--- config.mk ---
export PLATFORM = sky130hd
export DESIGN_NAME = sd_rw_host
export DESIGN_NICKNAME = d
export VERILOG_FILES = /design/src/rtl/sd_rw_pkg.sv /design/src/rtl/sd_rx_deframer.sv /design/src/rtl/sd_cmd_shifter.sv /design/src/rtl/sd_xfer_ctrl.sv /design/src/rtl/sd_rw_host.sv
export SDC_FILE = /design/constraint.sdc
export NUM_CORES = 1
export LEC_CHECK = 0
export ABC_AREA = 0
export BUFFER_PORTS_ARGS = -buffer_cell sky130_fd_sc_hd__buf_4
export CORE_ASPECT_RATIO = 0.5
export CORE_MARGIN = 1.5
export CORE_UTILIZATION = 47
export CTS_BUF_LIST = sky130_fd_sc_hd__clkbuf_2
export CTS_CLUSTER_SIZE = 24
export DETAILED_ROUTE_END_ITERATION = 12
export PLACE_DENSITY = 0.73
export SYNTH_ARGS = -nofsm -noshare
export SYNTH_HDL_FRONTEND = slang
export SYNTH_SLANG_ARGS = --single-unit
--- constraint.sdc ---
create_clock -name clk -period 2 [get_ports clk]
set_input_delay 0.3 -clock clk [delete_from_list [all_inputs] [get_ports clk]]
set_output_delay 0.3 -clock clk [all_outputs]
set_load 0.005 [all_outputs]
--- src/rtl/sd_rw_pkg.sv ---
// Shared types and constants for the SD read-wait data path.
// Assumes a 4-bit data bus sampled once per system clock.
package sd_rw_pkg;
    typedef enum logic [1:0] {
        DF_IDLE = 2'd0,
        DF_DATA = 2'd1,
        DF_END  = 2'd2
    } df_state_t;

    localparam logic [3:0] DAT_IDLE_HIGH = 4'hF;
    localparam logic [3:0] DAT_START     = 4'h0;
    localparam logic [3:0] RW_DRIVE_MASK = 4'b0100;
endpackage

--- src/rtl/sd_rx_deframer.sv ---
// Block deframer: finds the start bit, packs nibbles into bytes
// (high nibble first) and checks the end bit.
// Assumes blk_len >= 1 and stable while a block is in progress.
module sd_rx_deframer
    import sd_rw_pkg::*;
#(
    parameter int LEN_W = 10
) (
    input  logic             clk,
    input  logic             rst_n,
    input  logic             arm,
    input  logic [LEN_W-1:0] blk_len,
    input  logic [3:0]       dat_in,
    output logic [7:0]       rx_data,
    output logic             rx_valid,
    output logic             blk_done,
    output logic             end_bad,
    output logic             idle
);
    df_state_t      state;
    logic [LEN_W:0] nib_cnt;
    logic [LEN_W:0] last_nib;
    logic [3:0]     hi_nib;

    // Index of the final nibble of the block.
    always_comb last_nib = {blk_len, 1'b0} - 1'b1;

    // Frame sequencer and byte packer.
    always_ff @(posedge clk) begin
        if (!rst_n) begin
            state    <= DF_IDLE;
            nib_cnt  <= '0;
            hi_nib   <= '0;
            rx_data  <= '0;
            rx_valid <= 1'b0;
        end else begin
            rx_valid <= 1'b0;
            case (state)
                DF_IDLE: begin
                    if (arm && dat_in == DAT_START) begin
                        state   <= DF_DATA;
                        nib_cnt <= '0;
                    end
                end
                DF_DATA: begin
                    if (!nib_cnt[0]) begin
                        hi_nib <= dat_in;
                    end else begin
                        rx_data  <= {hi_nib, dat_in};
                        rx_valid <= 1'b1;
                    end
                    if (nib_cnt == last_nib) begin
                        state <= DF_END;
                    end
                    nib_cnt <= nib_cnt + 1'b1;
                end
                DF_END:  state <= DF_IDLE;
                default: state <= DF_IDLE;
            endcase
        end
    end

    // End-bit strobes.
    always_comb begin
        blk_done = (state == DF_END);
        end_bad  = (state == DF_END) && (dat_in != DAT_IDLE_HIGH);
        idle     = (state == DF_IDLE);
    end
endmodule

--- src/rtl/sd_cmd_shifter.sv ---
// Command serializer: shifts a frame out on CMD, MSB first.
// Works independently of the data path, so it runs during read-wait.
module sd_cmd_shifter #(
    parameter int CMD_BITS = 48
) (
    input  logic                clk,
    input  logic                rst_n,
    input  logic                go,
    input  logic [CMD_BITS-1:0] word,
    output logic                busy,
    output logic                cmd_out,
    output logic                cmd_oe
);
    localparam int CW = $clog2(CMD_BITS + 1);

    logic [CMD_BITS-1:0] sreg;
    logic [CW-1:0]       bits_left;

    // Load on go when idle, then shift one bit per cycle.
    always_ff @(posedge clk) begin
        if (!rst_n) begin
            sreg      <= '0;
            bits_left <= '0;
        end else if (bits_left == '0) begin
            if (go) begin
                sreg      <= word;
                bits_left <= CW'(CMD_BITS);
            end
        end else begin
            sreg      <= {sreg[CMD_BITS-2:0], 1'b1};
            bits_left <= bits_left - 1'b1;
        end
    end

    // Line drive: release and idle high when not sending.
    always_comb begin
        busy    = (bits_left != '0);
        cmd_oe  = busy;
        cmd_out = busy ? sreg[CMD_BITS-1] : 1'b1;
    end
endmodule

--- src/rtl/sd_xfer_ctrl.sv ---
// Transfer controller: block counting, sticky status, read-wait
// sequencing and the card-interrupt window.
// Assumes deframer strobes arrive in the cycle the end bit is sampled.
module sd_xfer_ctrl #(
    parameter int LEN_W = 10,
    parameter int CNT_W = 8
) (
    input  logic             clk,
    input  logic             rst_n,
    input  logic             xfer_start,
    input  logic [LEN_W-1:0] blk_len,
    input  logic [CNT_W-1:0] blk_cnt,
    input  logic             rw_req,
    input  logic             rw_resume,
    input  logic             df_idle,
    input  logic             blk_done,
    input  logic             end_bad,
    input  logic [1:0]       dat_lo,
    output logic [LEN_W-1:0] len_q,
    output logic             df_arm,
    output logic             xfer_busy,
    output logic             xfer_done,
    output logic             end_err,
    output logic             rw_active,
    output logic             rw_ignored,
    output logic [CNT_W-1:0] blocks_left,
    output logic             card_irq
);
    logic rw_pend;
    logic seen_blk;
    logic start_ok;
    logic last_blk;
    logic irq_window;

    always_comb begin
        start_ok   = xfer_start && !xfer_busy;
        last_blk   = blk_done && (blocks_left == CNT_W'(1));
        df_arm     = xfer_busy && !rw_active && !rw_pend;
        irq_window = xfer_busy && seen_blk && df_idle && !rw_active && !rw_pend;
    end

    // Block counter and sticky transfer status.
    always_ff @(posedge clk) begin
        if (!rst_n) begin
            len_q       <= '0;
            blocks_left <= '0;
            xfer_busy   <= 1'b0;
            xfer_done   <= 1'b0;
            end_err     <= 1'b0;
            seen_blk    <= 1'b0;
        end else if (start_ok) begin
            len_q       <= blk_len;
            blocks_left <= blk_cnt;
            xfer_busy   <= (blk_cnt != '0);
            xfer_done   <= (blk_cnt == '0);
            end_err     <= 1'b0;
            seen_blk    <= 1'b0;
        end else if (xfer_busy && blk_done) begin
            blocks_left <= blocks_left - 1'b1;
            seen_blk    <= 1'b1;
            end_err     <= end_err | end_bad;
            if (last_blk) begin
                xfer_busy <= 1'b0;
                xfer_done <= 1'b1;
            end
        end
    end

    // Read-wait sequencing: boundary-only entry, resume, idle rejection.
    always_ff @(posedge clk) begin
        if (!rst_n) begin
            rw_pend    <= 1'b0;
            rw_active  <= 1'b0;
            rw_ignored <= 1'b0;
        end else if (start_ok) begin
            rw_pend    <= 1'b0;
            rw_active  <= 1'b0;
            rw_ignored <= 1'b0;
        end else if (!xfer_busy) begin
            rw_pend   <= 1'b0;
            rw_active <= 1'b0;
            if (rw_req) begin
                rw_ignored <= 1'b1;
            end
        end else if (last_blk) begin
            rw_pend <= 1'b0;
        end else if (rw_active) begin
            if (rw_resume) begin
                rw_active <= 1'b0;
            end
        end else if (rw_pend) begin
            if (df_idle) begin
                rw_active <= 1'b1;
                rw_pend   <= 1'b0;
            end
        end else if (rw_req) begin
            rw_pend <= 1'b1;
        end
    end

    // Card interrupt sampled on DAT[1] only between blocks.
    always_ff @(posedge clk) begin
        if (!rst_n) begin
            card_irq <= 1'b0;
        end else begin
            card_irq <= irq_window && !dat_lo[1] && dat_lo[0];
        end
    end
endmodule

--- src/rtl/sd_rw_host.sv ---
// Top of the SD 4-bit receive path with read-wait. Ties the deframer,
// transfer controller and command serializer together and drives DAT[2]
// low during read-wait. One bus bit time per clk cycle.
module sd_rw_host
    import sd_rw_pkg::*;
#(
    parameter int LEN_W    = 10,
    parameter int CNT_W    = 8,
    parameter int CMD_BITS = 48
) (
    input  logic                clk,
    input  logic                rst_n,
    input  logic                xfer_start,
    input  logic [LEN_W-1:0]    blk_len,
    input  logic [CNT_W-1:0]    blk_cnt,
    input  logic                rw_req,
    input  logic                rw_resume,
    input  logic                cmd_go,
    input  logic [CMD_BITS-1:0] cmd_word,
    input  logic [3:0]          dat_in,
    output logic [3:0]          dat_out,
    output logic [3:0]          dat_oe,
    output logic                cmd_out,
    output logic                cmd_oe,
    output logic                cmd_busy,
    output logic                sd_clk_en,
    output logic [7:0]          rx_data,
    output logic                rx_valid,
    output logic                xfer_busy,
    output logic                xfer_done,
    output logic                end_err,
    output logic                rw_active,
    output logic                rw_ignored,
    output logic [CNT_W-1:0]    blocks_left,
    output logic                card_irq
);
    logic [LEN_W-1:0] len_q;
    logic             df_arm;
    logic             df_idle;
    logic             blk_done;
    logic             end_bad;

    sd_rx_deframer #(.LEN_W(LEN_W)) u_deframer (
        .clk      (clk),
        .rst_n    (rst_n),
        .arm      (df_arm),
        .blk_len  (len_q),
        .dat_in   (dat_in),
        .rx_data  (rx_data),
        .rx_valid (rx_valid),
        .blk_done (blk_done),
        .end_bad  (end_bad),
        .idle     (df_idle)
    );

    sd_xfer_ctrl #(.LEN_W(LEN_W), .CNT_W(CNT_W)) u_ctrl (
        .clk         (clk),
        .rst_n       (rst_n),
        .xfer_start  (xfer_start),
        .blk_len     (blk_len),
        .blk_cnt     (blk_cnt),
        .rw_req      (rw_req),
        .rw_resume   (rw_resume),
        .df_idle     (df_idle),
        .blk_done    (blk_done),
        .end_bad     (end_bad),
        .dat_lo      (dat_in[1:0]),
        .len_q       (len_q),
        .df_arm      (df_arm),
        .xfer_busy   (xfer_busy),
        .xfer_done   (xfer_done),
        .end_err     (end_err),
        .rw_active   (rw_active),
        .rw_ignored  (rw_ignored),
        .blocks_left (blocks_left),
        .card_irq    (card_irq)
    );

    sd_cmd_shifter #(.CMD_BITS(CMD_BITS)) u_cmd (
        .clk     (clk),
        .rst_n   (rst_n),
        .go      (cmd_go),
        .word    (cmd_word),
        .busy    (cmd_busy),
        .cmd_out (cmd_out),
        .cmd_oe  (cmd_oe)
    );

    // Bus drive: hold DAT[2] low in read-wait, keep clock on while busy.
    always_comb begin
        dat_oe    = rw_active ? RW_DRIVE_MASK : 4'h0;
        dat_out   = rw_active ? ~RW_DRIVE_MASK : DAT_IDLE_HIGH;
        sd_clk_en = xfer_busy || cmd_busy;
    end
endmodule

Yosys cells after proc, flatten, opt, wreduce, memory -nomap -nowiden
Index checks and enable logic that the tools add are counted.
Cells by class
  add/sub/neg operators: 4
  eq/ne operators: 8
  multiplexer cells: 28
  bitwise logic cells: 4
  reduce and logical (&&, ||, !) cells: 37
Operator list (number)
  $mux W48: 2
  $pmux W11 S2: 1
  $mux W8: 2
  $mux W1: 15
  $reduce_and A2 Y1: 7
  $logic_and A1 B1 Y1: 13
  $mux W6: 2
  $add A11 B1 Y11 const B: 1
  $eq A11 B11 Y1: 1
  $mux W11: 1
  $sub A11 B1 Y11 const B: 1
  $eq A8 B1 Y1 const B: 1
  $logic_not A8 Y1: 1
  $reduce_bool A8 Y1: 1
  $sub A8 B1 Y8 const B: 1
  $logic_not A6 Y1: 1
  $mux W3: 2
  $reduce_bool A2 Y1: 3
  $reduce_bool A6 Y1: 1
  $sub A6 B1 Y6 const B: 1
  $logic_not A1 Y1: 4
  $logic_not A4 Y1: 1
  $mux W2: 2
  $ne A2 B2 Y1 const B: 2
  other kinds (12): 14
Word-level totals
  bits in registers: 106
  input bits: 76
  word-level logic and storage cells: 98

Logic depth before layout (Yosys ltp)
  word-level depth: 6
  mapped depth: 9
  gate-level depth less buffers: 8

Modules after synthesis
From an unflattened synthesis, not the netlist that was laid out.
Second synthesis, totals
  cells, all modules: 572
  area, all modules: 5260.0 um2
Modules (own cells, without submodules)
  sd_cmd_shifter: times used 1, cells each 256, area an instance 2625.0 um2
  sd_rx_deframer: times used 1, cells each 169, area an instance 1433.9 um2
  sd_xfer_ctrl: times used 1, cells each 136, area an instance 1131.1 um2
  sd_rw_host: times used 1, cells each 11, area an instance 70.1 um2

Least setup slack after synthesis
No wires, ideal clock.
  kind: reg2reg
  from: register u_ctrl.len_q[0]
  to: register u_deframer.state[1]
  setup time: 0.061 ns
  data arrival time: 1.854 ns
  data required time: 1.939 ns
  path slack: 0.086 ns
  cell stages (with the launch flop): 9
  period minus slack after synthesis: 1.914 ns
  cells stage by stage: dfxtp_1 > inv_1 > ha_1 > clkbuf_2 > nor2_1 > nor2_1 > a221o_2 > a2111oi_2 > and4bb_2
Between the ends
  word-level cells in the longest chain between the ends: 4
RTL lines
  start, declared: RTL line sd_xfer_ctrl.sv:19  | output logic [LEN_W-1:0] len_q,
  start signal, assigned: RTL line sd_xfer_ctrl.sv:52  | len_q <= blk_len;
  $sub A11 B1 Y11: RTL line sd_rx_deframer.sv:26  | always_comb last_nib = {blk_len, 1'b0} - 1'b1;
  $eq A11 B11 Y1: RTL line sd_rx_deframer.sv:52  | if (nib_cnt == last_nib) begin
  $ne A2 B1 Y1 (no source line)
  $reduce_and A2 Y1 (no source line)
  end signal, assigned: RTL line sd_rx_deframer.sv:31  | state <= DF_IDLE;
  end signal, assigned: RTL line sd_rx_deframer.sv:53  | state <= DF_END;
  end signal, assigned: RTL line sd_rx_deframer.sv:57  | DF_END: state <= DF_IDLE;
  end, declared: RTL line sd_rx_deframer.sv:20  | df_state_t state;
Every way passes these cells.
A chain may end at the register's enable or synchronous reset.

Final worst setup path
  from: register u_cmd.bits_left[1]
  to: output port sd_clk_en
Between the ends
  word-level cells in the longest chain between the ends: 2
RTL lines
  start, declared: RTL line sd_cmd_shifter.sv:17  | logic [CW-1:0] bits_left;
  start signal, assigned: RTL line sd_cmd_shifter.sv:27  | bits_left <= CW'(CMD_BITS);
  start signal, assigned: RTL line sd_cmd_shifter.sv:31  | bits_left <= bits_left - 1'b1;
  $reduce_bool A6 Y1: RTL line sd_cmd_shifter.sv:37  | busy = (bits_left != '0);
  $logic_or A1 B1 Y1: RTL line sd_rw_host.sv:93  | sd_clk_en = xfer_busy || cmd_busy;
  end, declared: RTL line sd_rw_host.sv:26  | output logic sd_clk_en,
Every way passes these cells.

==> impl_metrics.toml <==
[power]
p_leak_nw = 3.47
p_switching_w = 0.00245
power_w = 0.00695
swShare_pct = 35.2
power_density_nw_per_um2 = 974
peakVddDrop_mv = 0.671
p_seq_share_pct = 41.7
p_clk_share_pct = 13.9
p_comb_share_pct = 44.4
p_int_w = 0.00450

[critical_path]
end_kind = "primary output"
path_max_fanout = 3
worstPathRequired_ps = 1700
crit_type = "flip-flop to primary output"
r2r_slack_ps = 100
critPathLaunchType = "flip-flop"
r2r_cells = 7
r2r_end = "u_deframer.state[1]$_SDFFE_PN0P_"
timing.rr.start = "u_ctrl.len_q[1]$_SDFFE_PN0P_"
cp_data_arrival_time_ps = 1760

[cts]
cts_buffer_depth = 2
insertion_delay_ps = 610
path_clk_slew_ps = 330
clock_sinks = 106
cts_inserted_buffers = 9
htree_levels = 3
cts_root_buf = "clkbuf_2"
cts_tree = "done"

[drt]
dr.pass1.iters = 4
wirelength_mm = 13.1
vias_per_cell = 5.28
vias = 4677
drc_errors = 0
drt-initial-drc-count = 275
ant_nets = 0
wl_per_cell_um = 14.8

[timing]
report.final.hold_viol_count = 0
rsz0062_at_grt = "true"
slew_violations = 0
finalCritPeriodShare_pct = 103
slew_headroom_pct = 66.3
setup_viol = 2
fin_setup_tns_ps = -108
fmax_mhz = 485
whs_ps = 44.7
tightest_slew_ps = 505
skew_ps = 26.0
finalCriticalPeriod_ps = 2060
post-route-worst-setup-slack_ps = -61.0

[hold_path]
holdPathStages = 3
holdCritPathClass = "input port to flip-flop"
worstHoldStart = "blk_cnt[3]"
whs_endpoint = "u_ctrl.blocks_left[3]$_SDFFE_PN0P_"

[die]
io_pins = 111
fp-row-count = 26
initial_core_util_pct = 49.4
fp.dieH_um = 77.1
die_x_um = 151
die_area_um2 = 11700
core_area_um2 = 10400

[yosys]
ys_seq_area_share_pct = 41.1
synth.avg_cell_area_um2 = 9.16
yosysWarnings = 0
synthArstFlopShare_pct = 0
netlist.area_leader.share_pct = 41.1
synth_seq_cells = 106
syn-cell-area_um2 = 5160
yosys-top-cells-area = "dfxtp_1, mux2i_1, o211a_1"
postSynthCellCount = 563
synth_top_cell_by_area = "dfxtp_1"
synth_ff_type = "dfxtp_1"
synth_enable_flop_cells = 0
ys_types = 58

[cells_and_area]
final_common_cell = "buf_4"
post-route-util_pct = 68.3
num_antenna_cells = 0
areaGrowthSynthToFinish_pct = 38.3
drive_gt1_share_pct = 23.9
mostFrequentLayoutCells = "buf_4, dfxtp_1, nand2_1, dlygate4sd3_1, mux2i_1"
nets = 822

[global_routing]
grt_pass1_vias = 4436
antenna_found_initial = 0
grt_max_degree = 52
grt_pass1_wl_mm = 21.0
overflow = 0
grt_use_total_pct = 22.6

[status]
status = "finished with violations"
violations = "negative setup slack"

[run]
max_cap_violations = 0

[placed_design]
gp_congestion = 0.868
portBuffers = 104
dpl.hpwl_mm = 7.66
[how the worst max path moves through the flow]
stage,cells past startpoint,from,slack (ps),to
floorplan,8,u_ctrl.len_q[0]$_SDFFE_PN0P_,90,u_deframer.state[1]$_SDFFE_PN0P_
global placement,7,u_ctrl.len_q[0]$_SDFFE_PN0P_,170,u_deframer.state[1]$_SDFFE_PN0P_
detailed placement,7,u_ctrl.len_q[0]$_SDFFE_PN0P_,160,u_deframer.state[1]$_SDFFE_PN0P_
CTS,7,u_cmd.bits_left[1]$_SDFFE_PN0P_,-80,sd_clk_en
global route,7,u_cmd.bits_left[1]$_SDFFE_PN0P_,-240,sd_clk_en
finish,7,u_cmd.bits_left[1]$_SDFFE_PN0P_,-60,sd_clk_en
[per-stage QoR]
step           setup slack (ps)  cells  instance area, um^2
2_1_floorplan              85.8    567                 5170
4_1_cts                   -84.9    874                 7030
5_1_grt                    -236    886                 7130
6_report                  -61.0    886                 7130
3_3_place_gp                172    780                 6070
3_5_place_dp                157    780                 6070
[layer usage]
| metal | routed length (um) | up-vias | GRT usage, % |
|---|---|---|---|
| met5 | 0 | - | 0 |
| met1 | 5820 | 2212 | 27.7 |
| li1 | - | 2345 | - |
| met2 | 6560 | 95 | 38.9 |
| met3 | 439 | 25 | 5.77 |
| met4 | 279 | 0 | 6.99 |
[final cells by class]
class                           count  area, um^2
Clock buffer                        9        45.0
Clock inverter                      7        62.6
Fill cell                         830        3310
Inverter                            9        36.3
Multi-Input combinational cell    407        2840
Sequential cell                   106        2130
Tap cell                          140         175
Timing Repair Buffer              208        1840
[sequential cells by signal, indices dropped and copies added (netlist names), 2 cells and up]
register,flops
u_deframer.rx_data,8
u_cmd.bits_left,6
u_cmd.sreg,48
u_deframer.state,2
u_ctrl.blocks_left,8
u_deframer.nib_cnt,11
u_deframer.hi_nib,4
u_ctrl.len_q,10
[worst max-delay path, cell delays in order, from the launching register on]
cell	delay [ps]
dfxtp_2	400
inv_2	70
ha_4	150
nand2b_4	60
nor2b_4	180
buf_12	130
nand2_4	40
buf_6	110
[power by group through the flow]
stage | clock network [W] | logic (W) | registers (W)
2_1_floorplan | 0 | 0.00164 | 0.00285
3_3_place_gp | 0 | 0.00211 | 0.00291
3_5_place_dp | 0 | 0.00217 | 0.00292
4_1_cts | 0.00101 | 0.00291 | 0.00288
5_1_grt | 0.00110 | 0.00337 | 0.00296
6_report | 0.000965 | 0.00308 | 0.00290
[timing repair]
action	CTS	global route
endpoints found under the setup margin	4	5
hold buffers	66	7
resized for setup	17	1
gates cloned	2	0
buffers inserted	10	5
pin swaps	1	0
hold endpoints to repair	71	7
[synthesized netlist by cell type, types with 3 or more instances]
cell / n
nor2_1: 32
or4_1: 3
and3_1: 4
clkbuf_1: 24
nand2_1: 92
nor3_1: 8
xor2_1: 11
a22oi_1: 3
xnor2_1: 9
buf_4: 8
and2_1: 5
o21ai_0: 8
dfxtp_1: 106
nand2b_1: 3
a221oi_1: 3
o211a_1: 47
nor2b_1: 13
nand4_1: 9
a21boi_0: 27
buf_2: 11
a21oi_1: 10
ha_1: 5
inv_1: 9
mux2i_1: 52
nand3_1: 15
[cell families (layout without fill, tap and decap cells)]
family	count (synthesis)	after routing	synth area share, %
AND/OR/NAND/NOR	207	207	20.2
adder cells (fa/ha/maj)	5	5	1.21
XOR/XNOR	20	20	3.40
other	2	6	0.146
AO/OA/AOI/OAI	115	115	18.6
flip-flops	106	106	41.1
buffers and inverters	54	233	4.80
multiplexers	54	54	10.5
(Power assumes the default switching activity.)
